$ cat src/rtl/gpio_pkg.sv
package gpio_pkg;

    localparam int BYTE_W = 8;

    typedef struct packed {
        logic              ack;
        logic              seen;
    } hs_state_t;

    typedef struct packed {
        logic [BYTE_W-1:0] dir;
        logic [BYTE_W-1:0] lvl;
        logic [BYTE_W-1:0] rdata;
    } reg_state_t;

    function automatic logic [BYTE_W-1:0] impl_mask(input int unsigned n);
        logic [BYTE_W:0] full;
        full = (BYTE_W+1)'(1) << n;
        return BYTE_W'(full - 1'b1);
    endfunction

endpackage

$ cat src/rtl/gpio_sync.sv
module gpio_sync #(
    parameter int W = 8
) (
    input  logic         clk_i,
    input  logic         rst_i,
    input  logic [W-1:0] raw_i,
    output logic [W-1:0] sync_o
);

    for (genvar b = 0; b < W; b++) begin : g_bit
        logic [1:0] stage_d, stage_q;

        always_comb begin
            stage_d = {stage_q[0], raw_i[b]};
        end

        always_ff @(posedge clk_i) begin
            if (rst_i) stage_q <= '0;
            else       stage_q <= stage_d;
        end

        assign sync_o[b] = stage_q[1];
    end

endmodule

$ cat src/rtl/gpio_handshake.sv
module gpio_handshake
    import gpio_pkg::*;
(
    input  logic clk_i,
    input  logic rst_i,
    input  logic cyc_i,
    input  logic stb_i,
    output logic fire_o,
    output logic ack_o
);

    hs_state_t st_d, st_q;
    logic      req;

    always_comb begin
        req     = cyc_i & stb_i;
        fire_o  = req & ~st_q.seen;
        st_d    = st_q;
        st_d.ack  = fire_o;
        st_d.seen = req;
    end

    always_ff @(posedge clk_i) begin
        if (rst_i) st_q <= '0;
        else       st_q <= st_d;
    end

    assign ack_o = st_q.ack;

endmodule

$ cat src/rtl/gpio_regs.sv
module gpio_regs
    import gpio_pkg::*;
#(
    parameter int IO    = 8,
    parameter int ADR_W = 2
) (
    input  logic              clk_i,
    input  logic              rst_i,
    input  logic              fire_i,
    input  logic              we_i,
    input  logic [ADR_W-1:0]  adr_i,
    input  logic [BYTE_W-1:0] wdata_i,
    input  logic [BYTE_W-1:0] pin_sync_i,
    output logic [BYTE_W-1:0] dir_o,
    output logic [BYTE_W-1:0] lvl_o,
    output logic [BYTE_W-1:0] rdata_o
);

    localparam logic [BYTE_W-1:0] MASK      = impl_mask(IO);
    localparam logic [ADR_W-1:0]  ADDR_DIR  = ADR_W'(0);
    localparam logic [ADR_W-1:0]  ADDR_LVL  = ADR_W'(1);

    reg_state_t st_d, st_q;
    logic       sel_dir, sel_lvl;
    logic [BYTE_W-1:0] wr_bits;
    logic [BYTE_W-1:0] lvl_view;

    always_comb begin
        sel_dir  = (adr_i == ADDR_DIR);
        sel_lvl  = (adr_i == ADDR_LVL);
        wr_bits  = st_q.dir & MASK;
        lvl_view = ((st_q.dir & st_q.lvl) | (~st_q.dir & pin_sync_i)) & MASK;

        st_d = st_q;
        if (fire_i) begin
            if (we_i && sel_dir) st_d.dir = wdata_i & MASK;
            if (we_i && sel_lvl) st_d.lvl = (st_q.lvl & ~wr_bits) | (wdata_i & wr_bits);
            if (sel_dir)      st_d.rdata = st_q.dir & MASK;
            else if (sel_lvl) st_d.rdata = lvl_view;
            else              st_d.rdata = '0;
        end
    end

    always_ff @(posedge clk_i) begin
        if (rst_i) st_q <= '0;
        else       st_q <= st_d;
    end

    assign dir_o   = st_q.dir & MASK;
    assign lvl_o   = st_q.lvl & MASK;
    assign rdata_o = st_q.rdata;

endmodule

$ cat src/rtl/gpio_wb_port.sv
module gpio_wb_port
    import gpio_pkg::*;
#(
    parameter int IO    = 8,
    parameter int ADR_W = 2
) (
    input  logic             clk_i,
    input  logic             rst_i,
    input  logic             cyc_i,
    input  logic             stb_i,
    input  logic [ADR_W-1:0] adr_i,
    input  logic             we_i,
    input  logic [7:0]       dat_i,
    output logic [7:0]       dat_o,
    output logic             ack_o,
    input  logic [7:0]       pin_in_i,
    output logic [7:0]       pin_out_o,
    output logic [7:0]       pin_oe_o
);

    logic             fire;
    logic [BYTE_W-1:0] pin_sync;
    logic [BYTE_W-1:0] dir, lvl;

    gpio_sync #(.W(BYTE_W)) u_sync (
        .clk_i  (clk_i),
        .rst_i  (rst_i),
        .raw_i  (pin_in_i),
        .sync_o (pin_sync)
    );

    gpio_handshake u_hs (
        .clk_i  (clk_i),
        .rst_i  (rst_i),
        .cyc_i  (cyc_i),
        .stb_i  (stb_i),
        .fire_o (fire),
        .ack_o  (ack_o)
    );

    gpio_regs #(.IO(IO), .ADR_W(ADR_W)) u_regs (
        .clk_i      (clk_i),
        .rst_i      (rst_i),
        .fire_i     (fire),
        .we_i       (we_i),
        .adr_i      (adr_i),
        .wdata_i    (dat_i),
        .pin_sync_i (pin_sync),
        .dir_o      (dir),
        .lvl_o      (lvl),
        .rdata_o    (dat_o)
    );

    assign pin_oe_o  = dir;
    assign pin_out_o = lvl;

endmodule

$ cat config.mk
export PLATFORM = sky130hd
export DESIGN_NAME = gpio_wb_port
export DESIGN_NICKNAME = d
export VERILOG_FILES = /design/src/rtl/gpio_pkg.sv /design/src/rtl/gpio_sync.sv /design/src/rtl/gpio_handshake.sv /design/src/rtl/gpio_regs.sv /design/src/rtl/gpio_wb_port.sv
export SDC_FILE = /design/constraint.sdc
export NUM_CORES = 1
export LEC_CHECK = 0
export BUFFER_PORTS_ARGS = -buffer_cell sky130_fd_sc_hd__buf_2
export CORE_ASPECT_RATIO = 1.5
export CORE_MARGIN = 4
export CORE_UTILIZATION = 52
export CTS_CLUSTER_SIZE = 8
export DETAILED_ROUTE_END_ITERATION = 12
export GPL_TIMING_DRIVEN = 0
export PLACE_DENSITY = 0.8
export REMOVE_ABC_BUFFERS = 1
export SLEW_MARGIN = 40
export SYNTH_ARGS = -nofsm -noshare
export SYNTH_HDL_FRONTEND = slang
export SYNTH_HIERARCHICAL = 1
export SYNTH_SLANG_ARGS = --single-unit
$ cat constraint.sdc
create_clock -name clk_i -period 3.7 [get_ports clk_i]
set_clock_uncertainty 0.15 [all_clocks]
set_input_delay 0.925 -clock clk_i [delete_from_list [all_inputs] [get_ports clk_i]]
set_output_delay 0.925 -clock clk_i [all_outputs]
set_load 0.01 [all_outputs]
# == Word-level counts from Yosys, hierarchy flattened ==
# Cells that the tools add are included.
# word_totals
reg_bits,42
latch_bits,0
ramBits,0
mem_bits_ro,0
in_bits,23
n_memories,0
# classes
n_addsub,0
n_mul,0
div,0
order_cmp,0
eq_ne,1
shift,0
muxes,2
n_bitwise,10
n_reduce_logical,5
# ops
op,count
bitwise AND 8 bit,4
two-way mux 8 bit,2
OR 8 bit,2
inverter 8 bit,1
AND reduction 2 bit,2
bitwise AND 1 bit,2
"== test 2 x 1 -> 1 bit, second input constant",1
logical AND 1 bit,2
zero test 2 bit,1
inverter 1 bit,1

# == Logic depth before layout (Yosys ltp) ==
# Gate-level depths: netlist (run 1).
# depth
word_depth,5
ltp_mapped,6

# == Hierarchy ==
# The synthesis (run 1) kept the hierarchy.
# modules_own_cells
mod,instances,cells_each,area_per_inst_um2
gpio_regs,1,116,1091.0
gpio_sync,1,41,524.3
gpio_handshake,1,5,71.3

# == Worst setup path after synthesis (run 1) ==
# OpenSTA, ideal clock, no wires.
# synth_timing
path_type,input to register
startpoint,input port stb_i
endpoint,register u_regs.st_q (netlist bit u_regs/dir_o[0])
setup_ns,0.117
t_arrival_ns,1.810
t_required_ns,3.433
slack_ns,1.622
stages,6
cell_sequence,and3b_2 buf_2 and4bb_1 buf_4 mux2i_1 nor2_1
# synth_between
elab_chain_cells,3
# synth_rtl
item,line,rtl
from (decl),gpio_wb_port.sv:10,"input logic stb_i,"
bitwise AND 1 bit,gpio_handshake.sv:16,req = cyc_i & stb_i;
bitwise AND 1 bit,gpio_handshake.sv:17,fire_o = req & ~st_q.seen;
AND reduction 2 bit (no line),-,
to (signal assigned),gpio_regs.sv:46,else st_q <= st_d;
to (decl),gpio_regs.sv:23,"reg_state_t st_d, st_q;"
# Every way passes these cells.
# A chain may end at the register's enable or synchronous reset.

==> flow_metrics.tcl, run 1 <==
set metrics [dict create \
    crit_type "in2reg" \
    synthCells 162 \
    status "finished, final reports clean" \
    port_buffers 47 \
    grt_pass1_wl_mm 5.616 \
    clock_insertion_delay_worst_skew_ns 0.29 \
    yosys_warnings 6 \
    maxClockFrequency_ghz 0.4201 \
    worst-path-max-fanout 43 \
    yosys_register_bits 42 \
    global_route.overflow_total 0 \
    detail_route.vias_per_cell 5.400 \
    netlist_area_sq_um 1687 \
    tritoncts "yes" \
    period_minus_slack_ns 2.381 \
    hold-path-cell-count 1 \
    total_leakage_power_nw 0.9088 \
    die_height_microns 77.75 \
    clk_root_buffer_cell "sky130_fd_sc_hd__clkbuf_8" \
    antenna_found_initial 0 \
    post-route-worst-setup-slack_ns 1.319 \
    critPathLaunchType "input port" \
    post_cts_setup_repair_buffer_count 0 \
    worst_path_bufs_invs 2 \
    critPathMaxStageDelay_ns 0.58 \
    finalMaxSlewViolations 0 \
    number_of_failing_hold_endpoints_at_the_final_stage 0 \
    synth.yosys.seq_area_share 0.4985 \
    final_min_period_over_clock_period 0.6434 \
    cts_buffers 5 \
    cts_htree_levels 2 \
    wirelength_mm 3.622 \
    layout-drive-gt1-share 0.3550 \
    design.core.area_sq_um 3128 \
    flow.area_growth_from_synthesis_pct 14.02 \
    rsz0062_at_grt "no" \
    setup_viol 0 \
    maxCapViolCount 0 \
    total_power_w 0.0008117 \
    drtPass1Iterations 5 \
    cpLargestDelayFamily "buffers and inverters" \
    detailed_place_hpwl_mm 2.515 \
    crit_path_cell_trace "buf_2, inv_2, nand3b_1, o32ai_1" \
    worst_pin_slew_ns 0.7554 \
    layout.nets 222 \
    cp.arrival_ns 2.36 \
    tritoncts_num_sinks 42 \
    timing.reg2reg.worst_path_depth 4 \
    final_core_utilization 0.6148 \
    worst-r2r-setup-slack_ns 1.74 \
    synth_cell_type_count 23 \
    number_of_resized_instances_in_the_post_cts_repair_step 0 \
    detail-route-antenna-nets 0 \
    postSynthAreaPerCell_sq_um 10.41 \
    worstPathRequired_ns 3.68 \
    clk_pin_slew_worst_paths_ns 0.07 \
    critical-path-slowest-cell "sky130_fd_sc_hd__buf_2" \
    die_width_microns 54.50 \
    antenna_cells_inserted 0 \
    routedWlPerCell_microns 15.09 \
    drc 0 \
    worstHoldPathType "reg2reg" \
    globalplace.congestion 0.6639 \
    rows 25 \
    max-slew-margin-rel 0.4964 \
    top_level_ports 48 \
    overall_die_area_sq_um 4237 \
    worstHoldEndpoint "u_sync/g_bit[0].stage_q[1]$_SDFF_PP0_" \
    start_util 0.5392 \
    clockBufferDepth 2 \
    grt_max_degree 44 \
    power_density_nw_per_um2 422.1 \
    post-place-ws_ns 1.007 \
    finalSetupTns_ns 0 \
    ir_worst_vdd_uv 319.1 \
    globalRouteTotalUtil 0.1844 \
    grt_pass1_vias 1258 \
    holdBufCountCts 0 \
    num_vias 1296 \
    drt_iter0_drc 43 \
    worstReg2RegStart "u_hs/st_q[0]$_SDFF_PP0_" \
    hold_path_startpoint "u_sync/g_bit[0].stage_q[0]$_SDFF_PP0_" \
    worst_setup_path_end_kind "flip-flop" \
]
Yosys cell counts:
master                     number  share of area
sky130_fd_sc_hd__nand2_1        8          0.018
sky130_fd_sc_hd__inv_2          1         0.0022
sky130_fd_sc_hd__a21oi_1       14          0.042
sky130_fd_sc_hd__mux2i_1        8          0.047
sky130_fd_sc_hd__nor2_1        16          0.036
sky130_fd_sc_hd__nor2b_2        7          0.036
sky130_fd_sc_hd__buf_6          3          0.020
sky130_fd_sc_hd__and3b_2        1         0.0059
sky130_fd_sc_hd__nand2b_1      16          0.059
sky130_fd_sc_hd__nor2b_1        3          0.011
sky130_fd_sc_hd__a41o_1         8          0.047
sky130_fd_sc_hd__buf_4          9          0.040
sky130_fd_sc_hd__and4bb_1       2          0.015
sky130_fd_sc_hd__and2b_2        6          0.031
sky130_fd_sc_hd__buf_2          3         0.0089
sky130_fd_sc_hd__nand3b_1       1         0.0045
sky130_fd_sc_hd__o32ai_1        8          0.042
sky130_fd_sc_hd__buf_12         1          0.012
sky130_fd_sc_hd__a21oi_2        2          0.010
sky130_fd_sc_hd__dfxtp_1       42           0.50
sky130_fd_sc_hd__and4b_1        1         0.0059
sky130_fd_sc_hd__clkbuf_1       1         0.0022
sky130_fd_sc_hd__and3b_1        1         0.0052
worst max path at each step:
| stage | endpoint | start | cells past startpoint |
|---|---|---|---|
| 2_1_floorplan | flip-flop | stb_i | 4 |
| 3_3_place_gp | u_regs/rdata_o[6]$_SDFFE_PP0P_ | rst_i | 4 |
| 3_5_place_dp | u_regs/rdata_o[1]$_SDFFE_PP0P_ | rst_i | 4 |
| 4_1_cts | u_regs/rdata_o[6]$_SDFFE_PP0P_ | rst_i | 4 |
| 5_1_grt | u_regs/rdata_o[0]$_SDFFE_PP0P_ | rst_i | 4 |
| 6_report | u_regs/rdata_o[6]$_SDFFE_PP0P_ | rst_i | 4 |
area by class of cell:
class	instances	area, sq um
multi-input combinational	102	701.9
inverter	1	3.754
timing repair buffer	47	235.2
clock inverter	1	5.005
sequential	42	840.8
clock buffer	7	86.33
tap	40	50.05
fill	292	1205
logic make-up after synthesis:
kind of cell | share of synthesized area
muxes | 0.04748
buffers and inverters | 0.08530
AOI/OAI and AO/OA | 0.1410
DFF | 0.4985
and+or+nand+nor | 0.2278
per-stage QoR:
step | instance area, sq um | instances | hold slack, ns
after floorplan | 1546 | 145 | 0.2648
after global placement | 1832 | 232 | 0.2663
after detailed placement | 1832 | 232 | 0.2693
after CTS | 1923 | 240 | 0.2933
after global routing | 1923 | 240 | 0.3145
final | 1923 | 240 | 0.2911
cells in the final DEF (no fill, tap or decap), types with 2 or more instances in the layout:
cell type / netlist / final
sky130_fd_sc_hd__nor2_1: 16 / 16
sky130_fd_sc_hd__a41o_1: 8 / 8
sky130_fd_sc_hd__nor2b_2: 7 / 7
sky130_fd_sc_hd__dfxtp_1: 42 / 42
sky130_fd_sc_hd__a21oi_1: 14 / 14
sky130_fd_sc_hd__and2b_2: 6 / 6
sky130_fd_sc_hd__mux2i_1: 8 / 8
sky130_fd_sc_hd__clkbuf_8: 0 / 6
sky130_fd_sc_hd__nor2b_1: 3 / 3
sky130_fd_sc_hd__buf_2: 3 / 47
sky130_fd_sc_hd__nand2_1: 8 / 8
sky130_fd_sc_hd__a21oi_2: 2 / 2
sky130_fd_sc_hd__nand2b_1: 16 / 16
sky130_fd_sc_hd__o32ai_1: 8 / 8
sky130_fd_sc_hd__and4bb_1: 2 / 2
routing by layer:
layer / up-vias / GRT usage / wire length (microns)
met1: 628 / 0.1990 / 1382
met5: - / 0 / 0
met3: 4 / 0.04607 / 187
met4: 0 / 0.08229 / 38
met2: 39 / 0.3201 / 2014
li1: 625 / - / -
where the power goes:
part           total [W]  switching [W]  internal (W)
Clock           0.000295       0.000145      0.000150
Sequential      0.000466     0.00000394      0.000462
Combinational  0.0000505      0.0000264     0.0000241
Total           0.000812       0.000175      0.000637
No activity file was read; power rests on OpenSTA's default activity.
==> run 2: changes to the inputs <==
--- a/config.mk
+++ b/config.mk
@@ -8,11 +8,11 @@
 export BUFFER_PORTS_ARGS = -buffer_cell sky130_fd_sc_hd__buf_2
 export CORE_ASPECT_RATIO = 1.5
 export CORE_MARGIN = 4
-export CORE_UTILIZATION = 52
+export CORE_UTILIZATION = 50
 export CTS_CLUSTER_SIZE = 8
 export DETAILED_ROUTE_END_ITERATION = 12
 export GPL_TIMING_DRIVEN = 0
-export PLACE_DENSITY = 0.8
+export PLACE_DENSITY = 0.77
 export REMOVE_ABC_BUFFERS = 1
 export SLEW_MARGIN = 40
 export SYNTH_ARGS = -nofsm -noshare
==> constraint.sdc (replaced) <==
create_clock -name clk_i -period 2.3 [get_ports clk_i]
set_clock_uncertainty 0.15 [all_clocks]
set_input_delay 0.575 -clock clk_i [delete_from_list [all_inputs] [get_ports clk_i]]
set_output_delay 0.575 -clock clk_i [all_outputs]
set_load 0.01 [all_outputs]
==> flow_metrics.tcl, run 2 (synthesis gave the netlist of run 1 again) <==
set metrics [dict create \
    antenna_found_initial 0 \
    detail-route-antenna-nets 0 \
    fillCellCount 291 \
    globalplace.congestion 0.6921 \
    routedWlPerCell_microns 14.95 \
    period_minus_slack_ns 2.063 \
    post_cts_setup_repair_buffer_count 0 \
    final_min_period_over_clock_period 0.8971 \
    holdBufCountCts 0 \
    post-place-ws_ns -0.01347 \
    drtPass1Iterations 4 \
    die_width_microns 55.42 \
    tritoncts_num_sinks 42 \
    ir_worst_vdd_uv 543.8 \
    grt_max_degree 44 \
    amount_of_wire_on_met2_after_detailed_routing_mm 1.937 \
    crit_type "in2reg" \
    mostFrequentLayoutCell "sky130_fd_sc_hd__buf_2" \
    globalRouteTotalUtil 0.1725 \
    rsz0062_at_grt "no" \
    cts_htree_levels 2 \
    post-route-worst-setup-slack_ns 0.2366 \
    worstHoldPathType "reg2reg" \
    start_util 0.5286 \
    tritoncts "yes" \
    worstPathRequired_ns 2.32 \
    clk_pin_slew_worst_paths_ns 0.07 \
    power_density_nw_per_um2 704.6 \
    most-common-layout-cells "47 x sky130_fd_sc_hd__buf_2, 42 x sky130_fd_sc_hd__dfxtp_1, 16 x sky130_fd_sc_hd__nor2_1, 16 x sky130_fd_sc_hd__nand2b_1, 14 x sky130_fd_sc_hd__a21oi_1" \
    top_layer "met4" \
    holdWs_ns 0.2934 \
    num_vias 1279 \
    flow.area_growth_from_synthesis_pct 15.13 \
    maxClockFrequency_ghz 0.4846 \
    global_route.overflow_total 0 \
    worst_pin_slew_ns 0.7410 \
    final_core_utilization 0.6086 \
    setup_viol 0 \
    drt_iter0_drc 26 \
    layout.nets 222 \
    die_height_microns 79.13 \
    clk_root_buffer_cell "sky130_fd_sc_hd__clkbuf_8" \
    overall_die_area_sq_um 4385 \
    clockBufferDepth 2 \
    status "finished, final reports clean" \
    drc 0 \
    clock_insertion_delay_worst_skew_ns 0.28 \
    antenna_cells_inserted 0 \
    worst-path-max-fanout 16 \
    detail_route.vias_per_cell 5.329 \
    port_buffers 47 \
    detailed_place_hpwl_mm 2.473 \
    finalMaxSlewViolations 0 \
    design.core.area_sq_um 3191 \
    number_of_resized_instances_in_the_post_cts_repair_step 0 \
    critPathMaxStageDelay_ns 0.66 \
    cp.arrival_ns 2.09 \
    cts_buffers 5 \
    rows 25 \
    maxCapViolCount 0 \
    max-slew-margin-rel 0.5060 \
    crit_path_cell_trace "buf_2, and3b_2, and4b_1, a21oi_1, a41o_1" \
    number_of_failing_hold_endpoints_at_the_final_stage 0 \
    grt_pass1_vias 1297 \
    cpLargestDelayFamily "simple AND/OR/NAND/NOR gates" \
    worst_setup_path_end_kind "flip-flop" \
    critPathLaunchType "input port" \
    top_level_ports 48 \
    layout-drive-gt1-share 0.3600 \
    wirelength_met1_mm 1.379 \
    worst_path_bufs_invs 1 \
    grt_pass1_wl_mm 6.003 \
    wirelength_mm 3.587 \
    critical-path-slowest-cell "sky130_fd_sc_hd__and4b_1" \
    total_leakage_power_nw 0.9181 \
    detailroute.wirelength.met3_microns 240 \
]
## run 2: through the flow
step                instances  power [W]  area (sq um)  setup TNS, ns
finish                    240   0.001368          1942              0
CTS                       240   0.001387          1942              0
global route              240   0.001422          1942              0
global placement          232  0.0008437          1832              0
floorplan                 145  0.0008004          1546              0
detailed placement        232  0.0008494          1832       -0.03197
## run 2: area by class of cell
class,count,area [sq um],share of cell area
timing repair buffer,47,235.2,0.1211
clock buffer,8,110.1,0.05670
inverter,1,3.754,0.001933
multi-input combinational,102,701.9,0.3615
tap,40,50.05,0.02577
sequential,42,840.8,0.4330
## run 2: worst paths after layout
kind / end / start / slack, ns / depth (start not counted)
setup reg to reg: flip-flop / u_hs/st_q[0]$_SDFF_PP0_ / 0.27 / 4
hold reg to reg: u_sync/g_bit[2].stage_q[1]$_SDFF_PP0_ / u_sync/g_bit[2].stage_q[0]$_SDFF_PP0_ / 0.29 / 1
setup / recovery: flip-flop / stb_i / 0.24 / 5
hold / removal: u_sync/g_bit[2].stage_q[1]$_SDFF_PP0_ / u_sync/g_bit[2].stage_q[0]$_SDFF_PP0_ / 0.29 / 1
## run 2: layer usage
metal  up-vias  GRT usage
met4         0    0.06083
met2        48     0.3258
li1        626          -
met5         -          0
met1       601     0.1743
met3         4    0.05528
## run 2: worst register-to-register path, cell delays in order, from the launching register on
cell	delay, ns
sky130_fd_sc_hd__dfxtp_1	0.31
sky130_fd_sc_hd__and3b_2	0.36
sky130_fd_sc_hd__and4b_1	0.66
sky130_fd_sc_hd__a21oi_1	0.20
sky130_fd_sc_hd__a41o_1	0.25
## run 2: power breakdown
| group | internal [W] | total [W] | switching, W |
|---|---|---|---|
| logic | 0.0000387 | 0.0000817 | 0.0000429 |
| registers | 0.000744 | 0.000750 | 0.00000646 |
| clock network | 0.000303 | 0.000536 | 0.000233 |
